--- config.mk ---
export PLATFORM = sky130hd
export DESIGN_NAME = sca_acc
export DESIGN_NICKNAME = d
export VERILOG_FILES = /design/src/rtl/sca_pkg.sv /design/src/rtl/sca_csa42.sv /design/src/rtl/sca_fb_probe.sv /design/src/rtl/sca_path_sel.sv /design/src/rtl/sca_merge.sv /design/src/rtl/sca_acc.sv
export SDC_FILE = /design/constraint.sdc
export NUM_CORES = 2
export LEC_CHECK = 0
export BUFFER_PORTS_ARGS = -buffer_cell sky130_fd_sc_hd__buf_2
export CELL_PAD_IN_SITES_DETAIL_PLACEMENT = 0
export CELL_PAD_IN_SITES_GLOBAL_PLACEMENT = 2
export CORE_UTILIZATION = 41
export DETAILED_ROUTE_END_ITERATION = 10
export GPL_TIMING_DRIVEN = 0
export PLACE_DENSITY_LB_ADDON = 0.1
export SKIP_LAST_GASP = 1
export SYNTH_ARGS = -nofsm -noshare
export SYNTH_HDL_FRONTEND = slang
export SYNTH_SLANG_ARGS = --single-unit
--- constraint.sdc ---
create_clock -name clk_i -period 16.5 [get_ports clk_i]
set_input_delay 0.825 -clock clk_i [delete_from_list [all_inputs] [get_ports clk_i]]
set_output_delay 0.825 -clock clk_i [all_outputs]
set_load 0.01 [all_outputs]
--- src/rtl/sca_pkg.sv ---
package sca_pkg;
  localparam int MANT_W = 55;
  localparam int EXP_W  = 3;
  localparam int BLK_SH = 32;

  typedef enum logic [1:0] {PATH_A, PATH_B, PATH_C, PATH_D} path_e;
  typedef enum logic [1:0] {ALN_NONE, ALN_IN, ALN_FB} aln_e;
endpackage

--- src/rtl/sca_csa42.sv ---
module sca_csa42 #(
  parameter int W = sca_pkg::MANT_W
) (
  input  logic [W-1:0] a_i,
  input  logic [W-1:0] b_i,
  input  logic [W-1:0] c_i,
  input  logic [W-1:0] d_i,
  output logic [W-1:0] sum_o,
  output logic [W-1:0] carry_o
);
  logic [W-1:0] t1, m1;

  // two 3:2 layers; carries dropped above bit W-1 (mod 2^W arithmetic)
  assign t1      = a_i ^ b_i ^ c_i;
  assign m1      = ((a_i & b_i) | (a_i & c_i) | (b_i & c_i)) << 1;
  assign sum_o   = t1 ^ m1 ^ d_i;
  assign carry_o = ((t1 & m1) | (t1 & d_i) | (m1 & d_i)) << 1;
endmodule

--- src/rtl/sca_fb_probe.sv ---
module sca_fb_probe #(
  parameter int W  = sca_pkg::MANT_W,
  parameter int SH = sca_pkg::BLK_SH
) (
  input  logic [W-1:0] sum_i,
  input  logic [W-1:0] carry_i,
  output logic         zero_o,
  output logic         renorm_o
);
  localparam int TOP_LO = W - SH - 1;

  logic [W-1:0]      val;
  logic [W-1:TOP_LO] top;

  assign val      = sum_i + carry_i;
  assign top      = val[W-1:TOP_LO];
  assign zero_o   = (val == '0);
  // more than SH-1 redundant sign bits: a left shift by SH keeps the value
  assign renorm_o = (&top) | ~(|top);
endmodule

--- src/rtl/sca_path_sel.sv ---
module sca_path_sel
  import sca_pkg::*;
#(
  parameter int EW = sca_pkg::EXP_W
) (
  input  logic [EW-1:0] exp_fb_i,
  input  logic [EW-1:0] exp_in_i,
  input  logic          zero_i,
  input  logic          renorm_i,
  output path_e         path_o,
  output aln_e          aln_o,
  output logic          c_shift_in_o,
  output logic          keep_in_o,
  output logic [EW-1:0] exp_base_o
);
  logic [EW-1:0] d_fi, d_if;

  assign d_fi = exp_fb_i - exp_in_i;
  assign d_if = exp_in_i - exp_fb_i;

  always_comb begin
    path_o       = PATH_A;
    aln_o        = ALN_NONE;
    c_shift_in_o = 1'b0;
    keep_in_o    = 1'b0;
    exp_base_o   = exp_fb_i;
    if (zero_i) begin
      path_o     = PATH_D;
      exp_base_o = exp_in_i;
    end else if (exp_fb_i > exp_in_i) begin
      if (d_fi == EW'(1)) begin
        if (renorm_i) begin
          path_o     = PATH_C;
          exp_base_o = exp_fb_i - EW'(1);
        end else begin
          aln_o = ALN_IN;
        end
      end else if (d_fi == EW'(2) && renorm_i) begin
        path_o       = PATH_C;
        c_shift_in_o = 1'b1;
        exp_base_o   = exp_fb_i - EW'(1);
      end else begin
        path_o = PATH_B;
      end
    end else if (exp_in_i > exp_fb_i) begin
      exp_base_o = exp_in_i;
      if (d_if == EW'(1)) begin
        aln_o = ALN_FB;
      end else begin
        path_o    = PATH_B;
        keep_in_o = 1'b1;
      end
    end
  end
endmodule

--- src/rtl/sca_merge.sv ---
module sca_merge
  import sca_pkg::*;
#(
  parameter int W  = sca_pkg::MANT_W,
  parameter int SH = sca_pkg::BLK_SH,
  parameter int EW = sca_pkg::EXP_W
) (
  input  logic [W-1:0]  s_fb_i,
  input  logic [W-1:0]  c_fb_i,
  input  logic [W-1:0]  s_in_i,
  input  logic [W-1:0]  c_in_i,
  input  path_e         path_i,
  input  aln_e          aln_i,
  input  logic          c_shift_in_i,
  input  logic [EW-1:0] exp_base_i,
  output logic [W-1:0]  s_res_o,
  output logic [W-1:0]  c_res_o,
  output logic [EW-1:0] exp_res_o
);
  localparam int          NA      = 3;
  localparam logic [EW-1:0] EXP_MAX = '1;

  function automatic logic [W-1:0] sra32(input logic [W-1:0] x);
    return {{SH{x[W-1]}}, x[W-1:SH]};
  endfunction

  function automatic logic [W-1:0] shl32(input logic [W-1:0] x);
    return {x[W-SH-1:0], {SH{1'b0}}};
  endfunction

  logic [W-1:0] s_a [NA];
  logic [W-1:0] c_a [NA];

  // path A: the three shift combinations compressed in parallel
  for (genvar k = 0; k < NA; k++) begin : g_path_a
    localparam bit SHIFT_IN = (k == 1);
    localparam bit SHIFT_FB = (k == 2);
    logic [W-1:0] fa, fb, ia, ib;
    assign fa = SHIFT_FB ? sra32(s_fb_i) : s_fb_i;
    assign fb = SHIFT_FB ? sra32(c_fb_i) : c_fb_i;
    assign ia = SHIFT_IN ? sra32(s_in_i) : s_in_i;
    assign ib = SHIFT_IN ? sra32(c_in_i) : c_in_i;
    sca_csa42 #(.W(W)) u_csa (
      .a_i(fa), .b_i(fb), .c_i(ia), .d_i(ib),
      .sum_o(s_a[k]), .carry_o(c_a[k])
    );
  end

  // path C: feedback renormalised up by one block
  logic [W-1:0] s_c, c_c, ic_s, ic_c;
  assign ic_s = c_shift_in_i ? sra32(s_in_i) : s_in_i;
  assign ic_c = c_shift_in_i ? sra32(c_in_i) : c_in_i;
  sca_csa42 #(.W(W)) u_csa_c (
    .a_i(shl32(s_fb_i)), .b_i(shl32(c_fb_i)), .c_i(ic_s), .d_i(ic_c),
    .sum_o(s_c), .carry_o(c_c)
  );

  logic [W-1:0] s_pick, c_pick, v;
  logic         ovf;

  always_comb begin
    if (path_i == PATH_C) begin
      s_pick = s_c;
      c_pick = c_c;
    end else begin
      unique case (aln_i)
        ALN_IN:  begin s_pick = s_a[1]; c_pick = c_a[1]; end
        ALN_FB:  begin s_pick = s_a[2]; c_pick = c_a[2]; end
        default: begin s_pick = s_a[0]; c_pick = c_a[0]; end
      endcase
    end
  end

  // overflow resolved after the mux
  assign v   = s_pick + c_pick;
  assign ovf = v[W-1] ^ v[W-2];

  always_comb begin
    s_res_o   = s_pick;
    c_res_o   = c_pick;
    exp_res_o = exp_base_i;
    if (ovf) begin
      s_res_o   = sra32(v);
      c_res_o   = '0;
      exp_res_o = (exp_base_i == EXP_MAX) ? exp_base_i : exp_base_i + EW'(1);
    end
  end
endmodule

--- src/rtl/sca_acc.sv ---
module sca_acc
  import sca_pkg::*;
#(
  parameter int MW = sca_pkg::MANT_W,
  parameter int EW = sca_pkg::EXP_W,
  parameter int SH = sca_pkg::BLK_SH
) (
  input  logic          clk_i,
  input  logic          rst_ni,
  input  logic          clear_i,
  input  logic          acc_en_i,
  input  logic [EW-1:0] exp_i,
  input  logic [MW-1:0] sum_i,
  input  logic [MW-1:0] carry_i,
  output logic [EW-1:0] exp_o,
  output logic [MW-1:0] sum_o,
  output logic [MW-1:0] carry_o
);
  logic [EW-1:0] exp_q, exp_d, exp_base, exp_m;
  logic [MW-1:0] s_q, c_q, s_d, c_d, s_m, c_m;
  logic          fb_zero, fb_renorm, c_shift_in, keep_in;
  path_e         path;
  aln_e          aln;

  sca_fb_probe #(.W(MW), .SH(SH)) u_probe (
    .sum_i(s_q), .carry_i(c_q), .zero_o(fb_zero), .renorm_o(fb_renorm)
  );

  sca_path_sel #(.EW(EW)) u_sel (
    .exp_fb_i(exp_q), .exp_in_i(exp_i), .zero_i(fb_zero), .renorm_i(fb_renorm),
    .path_o(path), .aln_o(aln), .c_shift_in_o(c_shift_in), .keep_in_o(keep_in),
    .exp_base_o(exp_base)
  );

  sca_merge #(.W(MW), .SH(SH), .EW(EW)) u_merge (
    .s_fb_i(s_q), .c_fb_i(c_q), .s_in_i(sum_i), .c_in_i(carry_i),
    .path_i(path), .aln_i(aln), .c_shift_in_i(c_shift_in), .exp_base_i(exp_base),
    .s_res_o(s_m), .c_res_o(c_m), .exp_res_o(exp_m)
  );

  always_comb begin
    unique case (path)
      PATH_D: begin exp_d = exp_i; s_d = sum_i; c_d = carry_i; end
      PATH_B: begin
        exp_d = keep_in ? exp_i   : exp_q;
        s_d   = keep_in ? sum_i   : s_q;
        c_d   = keep_in ? carry_i : c_q;
      end
      default: begin exp_d = exp_m; s_d = s_m; c_d = c_m; end
    endcase
  end

  always_ff @(posedge clk_i or negedge rst_ni) begin
    if (!rst_ni) begin
      exp_q <= '0;
      s_q   <= '0;
      c_q   <= '0;
    end else if (clear_i) begin
      exp_q <= '0;
      s_q   <= '0;
      c_q   <= '0;
    end else if (acc_en_i) begin
      exp_q <= exp_d;
      s_q   <= s_d;
      c_q   <= c_d;
    end
  end

  assign exp_o   = exp_q;
  assign sum_o   = s_q;
  assign carry_o = c_q;
endmodule

# --- After elaboration in Yosys (flattened, before gate mapping) ---
# Cells that the tools add are included.
classes:
  add_sub_neg: 6
  magnitude_cmp: 2
  n_eq_ne: 10
  n_mux: 49
  bitwise: 57
  reduce_logical: 6
op_table:
  columns: ["operator", "n"]
  rows:
  - ["54-bit bitwise AND", 23]
  - ["54-bit bitwise OR", 16]
  - ["55-bit XOR", 15]
  - ["55-bit two-way mux", 10]
  - ["55-bit one-hot mux with 2 select lines", 4]
  - ["55-bit adder", 2]
  - ["54-bit two-way mux", 2]
  - ["55-bit zero test", 1]
  - ["3-bit two-way mux", 11]
  - ["33-bit AND reduction", 1]
  - ["33-bit OR reduction", 1]
  - ["2-bit two-way mux", 11]
  - ["1-bit two-way mux", 10]
  - ["2-bit == test (second input constant)", 3]
  - ["3-bit by 1-bit == test with 1-bit output (second input constant)", 2]
  - ["3-bit greater-than comparator", 2]
  - ["3-bit one-hot mux with 2 select lines", 1]
  - ["3-bit subtractor", 2]
  - ["2-bit by 1-bit == test with 1-bit output (second input constant)", 2]
  - ["3-bit by 1-bit adder with 3-bit output (second input constant)", 1]
  - ["3-bit by 2-bit == test with 1-bit output (second input constant)", 1]
  - ["3-bit == test (second input constant)", 1]
  - ["3-bit inequality test (second input constant)", 1]
  - ["3-bit by 1-bit subtractor with 3-bit output (second input constant)", 1]
  - ["6 further kinds", 6]
totals:
  register_bits: 113
  in_bits: 117
  output_inout_bits: 113
  wordCells: 133

# --- Longest topological paths before layout ---
logic_depth:
  depth_word: 23
  ltp_mapped: 45
  depth_no_buf: 41

# --- By module ---
# From an unflattened synthesis, not the netlist that was laid out.
unflattened:
  hier_cells: 3032
  hier_area_um2: 27199.8
by_module_without_submodules:
  columns: ["module", "instances", "cells_each", "area_each_um2", "seq_area_each_um2"]
  rows:
  - ["sca_csa42", 4, 113, 2205.9, 0.0]
  - ["sca_merge", 1, 1437, 8084.0, 0.0]
  - ["sca_acc", 1, 519, 6045.8, 2827.7]
  - ["sca_fb_probe", 1, 565, 3797.4, 0.0]
  - ["sca_path_sel", 1, 59, 449.2, 0.0]

# --- Worst setup path after synthesis ---
# Ideal clock, no wire load.
synth_path:
  path_kind: "register to register"
  start: "register s_q[0] (netlist: sum_o[0])"
  end: "register s_q[10] (netlist: sum_o[10])"
  setup_time_ns: 0.132
  arrival_ns: 9.636
  required_ns: 16.368
  setup_slack_ns: 6.732
  path_stages_with_launch: 46
  n_path_buf: 4
  synth_period_minus_slack_ns: 9.768
  path_cell_list: "dfrtp_1 -> ha_1 -> inv_1 -> fa_1 -> nor2b_1 -> o31a_1 -> o211ai_2 -> a31oi_1 -> or3_1 -> a2111oi_0 -> nand4_1 -> or4_4 -> nor4b_1 -> nand3_1 -> nand3_1 -> or4_1 -> ha_1 -> clkbuf_1 -> (+10 left out) -> a21oi_1 -> nor2b_1 -> o21ai_0 -> a21boi_0 -> o21ai_0 -> nand2b_1 -> a2111oi_0 -> nor4_1 -> o32ai_1 -> o31ai_1 -> a21oi_1 -> xor2_1 -> xor2_4 -> buf_6 -> mux2i_1 -> a211oi_1 -> a21oi_1 -> nor2_1"
synth_via:
  elab_chain_cells: 23
  word_cells_on_any_way: 78
  classes_between: "add/sub: 2; eq/ne: 6; mux: 24; bitwise: 41; reduce/logical: 5"
synth_lines:
  columns: ["element", "line", "source"]
  rows:
  - ["start: declaration", "sca_acc.sv:20", "logic [MW-1:0] s_q, c_q, s_d, c_d, s_m, c_m;"]
  - ["start signal: assignment", "sca_acc.sv:56", "s_q <= '0;"]
  - ["start signal: assignment", "sca_acc.sv:60", "s_q <= '0;"]
  - ["start signal: assignment", "sca_acc.sv:64", "s_q <= s_d;"]
  - ["55-bit adder", "sca_fb_probe.sv:15", "assign val = sum_i + carry_i;"]
  - ["33-bit OR reduction", "sca_fb_probe.sv:19", "assign renorm_o = (&top) | ~(|top);"]
  - ["1-bit inverter", "sca_fb_probe.sv:19", null]
  - ["1-bit bitwise OR", "sca_fb_probe.sv:19", null]
  - ["1-bit logical AND", "sca_path_sel.sv:38", "end else if (d_fi == EW'(2) && renorm_i) begin"]
  - ["1-bit two-way mux", "sca_path_sel.sv:38", null]
  - ["1-bit two-way mux", "sca_path_sel.sv:31", "if (d_fi == EW'(1)) begin"]
  - ["1-bit two-way mux", "sca_path_sel.sv:30", "end else if (exp_fb_i > exp_in_i) begin"]
  - ["(+6 left out)", null, null]
  - ["54-bit bitwise OR (2 in series)", "sca_csa42.sv:17", "assign carry_o = ((t1 & m1) | (t1 & d_i) | (m1 & d_i)) << 1;"]
  - ["55-bit two-way mux", "sca_merge.sv:62", "if (path_i == PATH_C) begin"]
  - ["55-bit adder", "sca_merge.sv:75", "assign v = s_pick + c_pick;"]
  - ["1-bit XOR", "sca_merge.sv:76", "assign ovf = v[W-1] ^ v[W-2];"]
  - ["55-bit two-way mux", "sca_merge.sv:82", "if (ovf) begin"]
  - ["55-bit one-hot mux with 2 select lines", "sca_acc.sv:42", "unique case (path)"]
  - ["55-bit two-way mux", "sca_acc.sv:62", "end else if (acc_en_i) begin"]
  - ["55-bit two-way mux", "sca_acc.sv:58", "end else if (clear_i) begin"]
# Parallel ways exist; a longest one is shown, timed or not. The select of a mux whose other input is x is not followed.
# A chain may end at the register's enable or synchronous reset.

# --- Worst setup path after layout ---
layout_path:
  start: "register s_q[19] (netlist: sum_o[19])"
  end: "register c_q[45] (netlist: carry_o[45])"
layout_via:
  elab_chain_cells: 23
  word_cells_on_any_way: 78
  classes_between: "add/sub: 2; eq/ne: 6; mux: 24; bitwise: 41; reduce/logical: 5"
layout_lines:
  columns: ["element", "line", "source"]
  rows:
  - ["55-bit adder", "sca_fb_probe.sv:15", null]
  - ["33-bit OR reduction", "sca_fb_probe.sv:19", null]
  - ["1-bit inverter", "sca_fb_probe.sv:19", null]
  - ["1-bit bitwise OR", "sca_fb_probe.sv:19", null]
  - ["1-bit logical AND", "sca_path_sel.sv:38", null]
  - ["1-bit two-way mux", "sca_path_sel.sv:38", null]
  - ["1-bit two-way mux", "sca_path_sel.sv:31", null]
  - ["1-bit two-way mux", "sca_path_sel.sv:30", null]
  - ["(+6 left out)", null, null]
  - ["54-bit bitwise OR (2 in series)", "sca_csa42.sv:17", null]
  - ["55-bit two-way mux", "sca_merge.sv:62", null]
  - ["55-bit adder", "sca_merge.sv:75", null]
  - ["1-bit XOR", "sca_merge.sv:76", null]
  - ["55-bit two-way mux", "sca_merge.sv:82", null]
  - ["55-bit one-hot mux with 2 select lines", "sca_acc.sv:42", null]
  - ["55-bit two-way mux", "sca_acc.sv:62", null]
  - ["55-bit two-way mux", "sca_acc.sv:58", null]
  - ["end signal: assignment", "sca_acc.sv:57", "c_q <= '0;"]
  - ["end signal: assignment", "sca_acc.sv:61", "c_q <= '0;"]
  - ["end signal: assignment", "sca_acc.sv:65", "c_q <= c_d;"]
  - ["end: declaration", "sca_acc.sv:20", null]
# Parallel ways exist; a longest one is shown, timed or not. The select of a mux whose other input is x is not followed.

==> impl_metrics.toml <==
[drt]
num_vias = 28926
ant_nets = 0
avgRoutedWirePerCell_microns = 34.59
wirelength_microns = 147200
remaining_drc_errors = 0
drt_pass1_iterations = 8
avgViaCountPerCell = 6.797
drt-initial-drc-count = 3718

[final_layout]
drive_gt1_share_pct = 12.59
fillers = 6405
final_cell_mix = "o21ai_0 (292), nor2_1 (276), a21oi_1 (262)"
layout_commonest_cell = "o21ai_0"
utilization_pct = 46.17
area_growth_pct = 11.50
nets = 4030
final_area_sq_um = 29070

[sta]
hold_viol = 0
slew_headroom_pct = -9.808
tightest_slew_ns = 1.641
setup_tns_ns = 0
skew_ns = 0.02080
setup_viol = 0
period_minus_slack_ns = 16.46
fin_crit_sh_pct = 99.75
drv_slew = 55
max_freq_mhz = 60.76
rsz0062_at_grt = "false"

[global_route]
grt_pass1_vias = 28407
grt_overflow = 0
grt.busiest_layer = "met2"
grt_antenna_before_repair = 6
grtUsageMet2_pct = 67.85
grt_use_met1_pct = 54.98
grt_max_degree = 80
grt_util_all_layers_pct = 45.64
use_met3_pct = 14.88
grt_pass1_wl_microns = 205600

[cts]
cts_resized = 0
post_cts_buffers = 0
htree_levels = 4
clockBufferDepth = 2
clk_latency_ns = 0.50
ctsHoldBuffers = 0
cts_sinks = 113
cts-buffers-inserted = 17
cts_tree = "yes"
path_clk_slew_ns = 0.07
root_buffer = "clkbuf_16"

[placement]
hpwl_microns = 116500
port_buffers = 228
gp_congestion = 1.046
placed_cell_area_sq_um = 28420

[synth]
synth_top_cell_by_area = "fa_1"
synth_cells = 3140
synth_top_area_share_pct = 20.04
syn_avg_cell_area_sq_um = 8.304
synth_ff_type = "dfrtp_1"
syn-num-nets = 3775
synthTopCellsByArea = "fa_1 (20%), ha_1 (12%), dfrtp_1 (11%)"
yosysSeqAreaShare_pct = 10.85
syn-cell-area_sq_um = 26070
synth-edff-count = 0
yosys_warnings = 0
synth-seq-cells = 113
async_flop_share_pct = 100.0
synth.distinct_cells = 92

[critical_path]
crit_path_end_kind = "flip-flop"
cpMaxStageDelayCell = "buf_1"
crit_type = "flip-flop to flip-flop"
r2r_slack_ns = 0.04
cp_max_fo = 10
max_stage_delay_ns = 1.13
crit_arrival_ns = 16.87
worstRegToRegCells = 41
start_kind = "flip-flop"
crit_top_cell = "a21oi_1"
required_ns = 16.91

[floorplanning]
num_rows = 92
initial_core_util_pct = 41.41
die-area_sq_um = 64610
ios = 230
core_sq_um = 62970
fp.dieH_microns = 254.2
die_w_microns = 254.2

[outcome]
status = "complete, but fails checks"
violations = "max-capacitance violations, max-slew violations"

[flow_run]
maxCapViolations = 6

[worst_hold_path]
hp-class = "input pin to asynchronous set/reset pin"
path summary, 6_finish.rpt:
check,from,end
worst max register to register,sum_o[19],carry_o[45]
min in group clk_i,sum_o[25],sum_o[25]
worst min-delay path,rst_ni,carry_o[29]
max in group asynchronous,rst_ni,sum_o[54]
worst min register to register,sum_o[25],sum_o[25]
worst max-delay path,sum_o[19],carry_o[45]
Yosys cell counts (all sizes together) (44+ instances only):
cell	count
o21ai	311
nor2	277
a21oi	267
fa	261
ha	257
nand2	188
inv	166
clkbuf	145
dfrtp	113
a221oi	112
mux2	98
mux2i	82
nor3	80
a31oi	75
nand2b	70
xnor2	66
nand4	56
xor2	48
buf	44
per-layer routing:
| metal | part of all wire [%] | up-vias |
|---|---|---|
| met3 | 12 | 563 |
| met5 | 0.053 | - |
| met4 | 8.5 | 6 |
| met2 | 42 | 2008 |
| li1 | - | 12043 |
| met1 | 37 | 14306 |
sequential cells by signal, summed over array words and instances, names as in the netlist:
signal   cells
carry_o     55
sum_o       55
exp_o        3
per-stage QoR:
| step | instances | setup WS, ns | hold slack (ns) |
|---|---|---|---|
| floorplan | 3140 | 6.732 | 0.5294 |
| global placement | 4214 | 0.6798 | 0.6153 |
| detailed placement | 4219 | 0.9245 | 0.6371 |
| CTS | 4251 | 0.8734 | 0.2493 |
| global route | 4254 | 0.005357 | 0.2713 |
| finish | 4256 | 0.04179 | 0.2392 |
area by class of cell:
class	instances	area (sq um)	area share (%)
multi-input combinational	2672	21850	75.17
sequential	113	2833	9.744
timing repair buffer	236	1333	4.583
tap	846	1059	3.641
buffer	189	777.0	2.673
inverter	166	623.1	2.143
clock buffer	18	439.2	1.511
clock inverter	14	150.1	0.5164
antenna	2	5.005	0.01721
cells by family (layout without fill, tap and decap cells):
| family | Yosys count | after routing | share of synthesized area, % |
|---|---|---|---|
| compound gates | 1037 | 1037 | 25.01 |
| xor+xnor | 114 | 114 | 3.901 |
| fa+ha+maj | 519 | 519 | 32.41 |
| buf+inv | 355 | 623 | 5.336 |
| flops | 113 | 113 | 10.85 |
| mux | 180 | 180 | 7.380 |
| other cells | 0 | 2 | 0 |
| simple gates | 822 | 822 | 15.12 |
worst max-delay path: cells and delay by family, from the launching register on:
kind	cells	cell delay, ns
adders and majority gates	3	1.15
DFF	1	0.55
buffers and inverters	7	4.36
and+or+nand+nor	13	3.78
AOI/OAI and AO/OA	16	5.30
xor gates and xnor gates	2	1.13
Power is left out: the tool's default activity adds up to more than one toggle a clock period on the data nets, which glitch-free logic cannot reach.
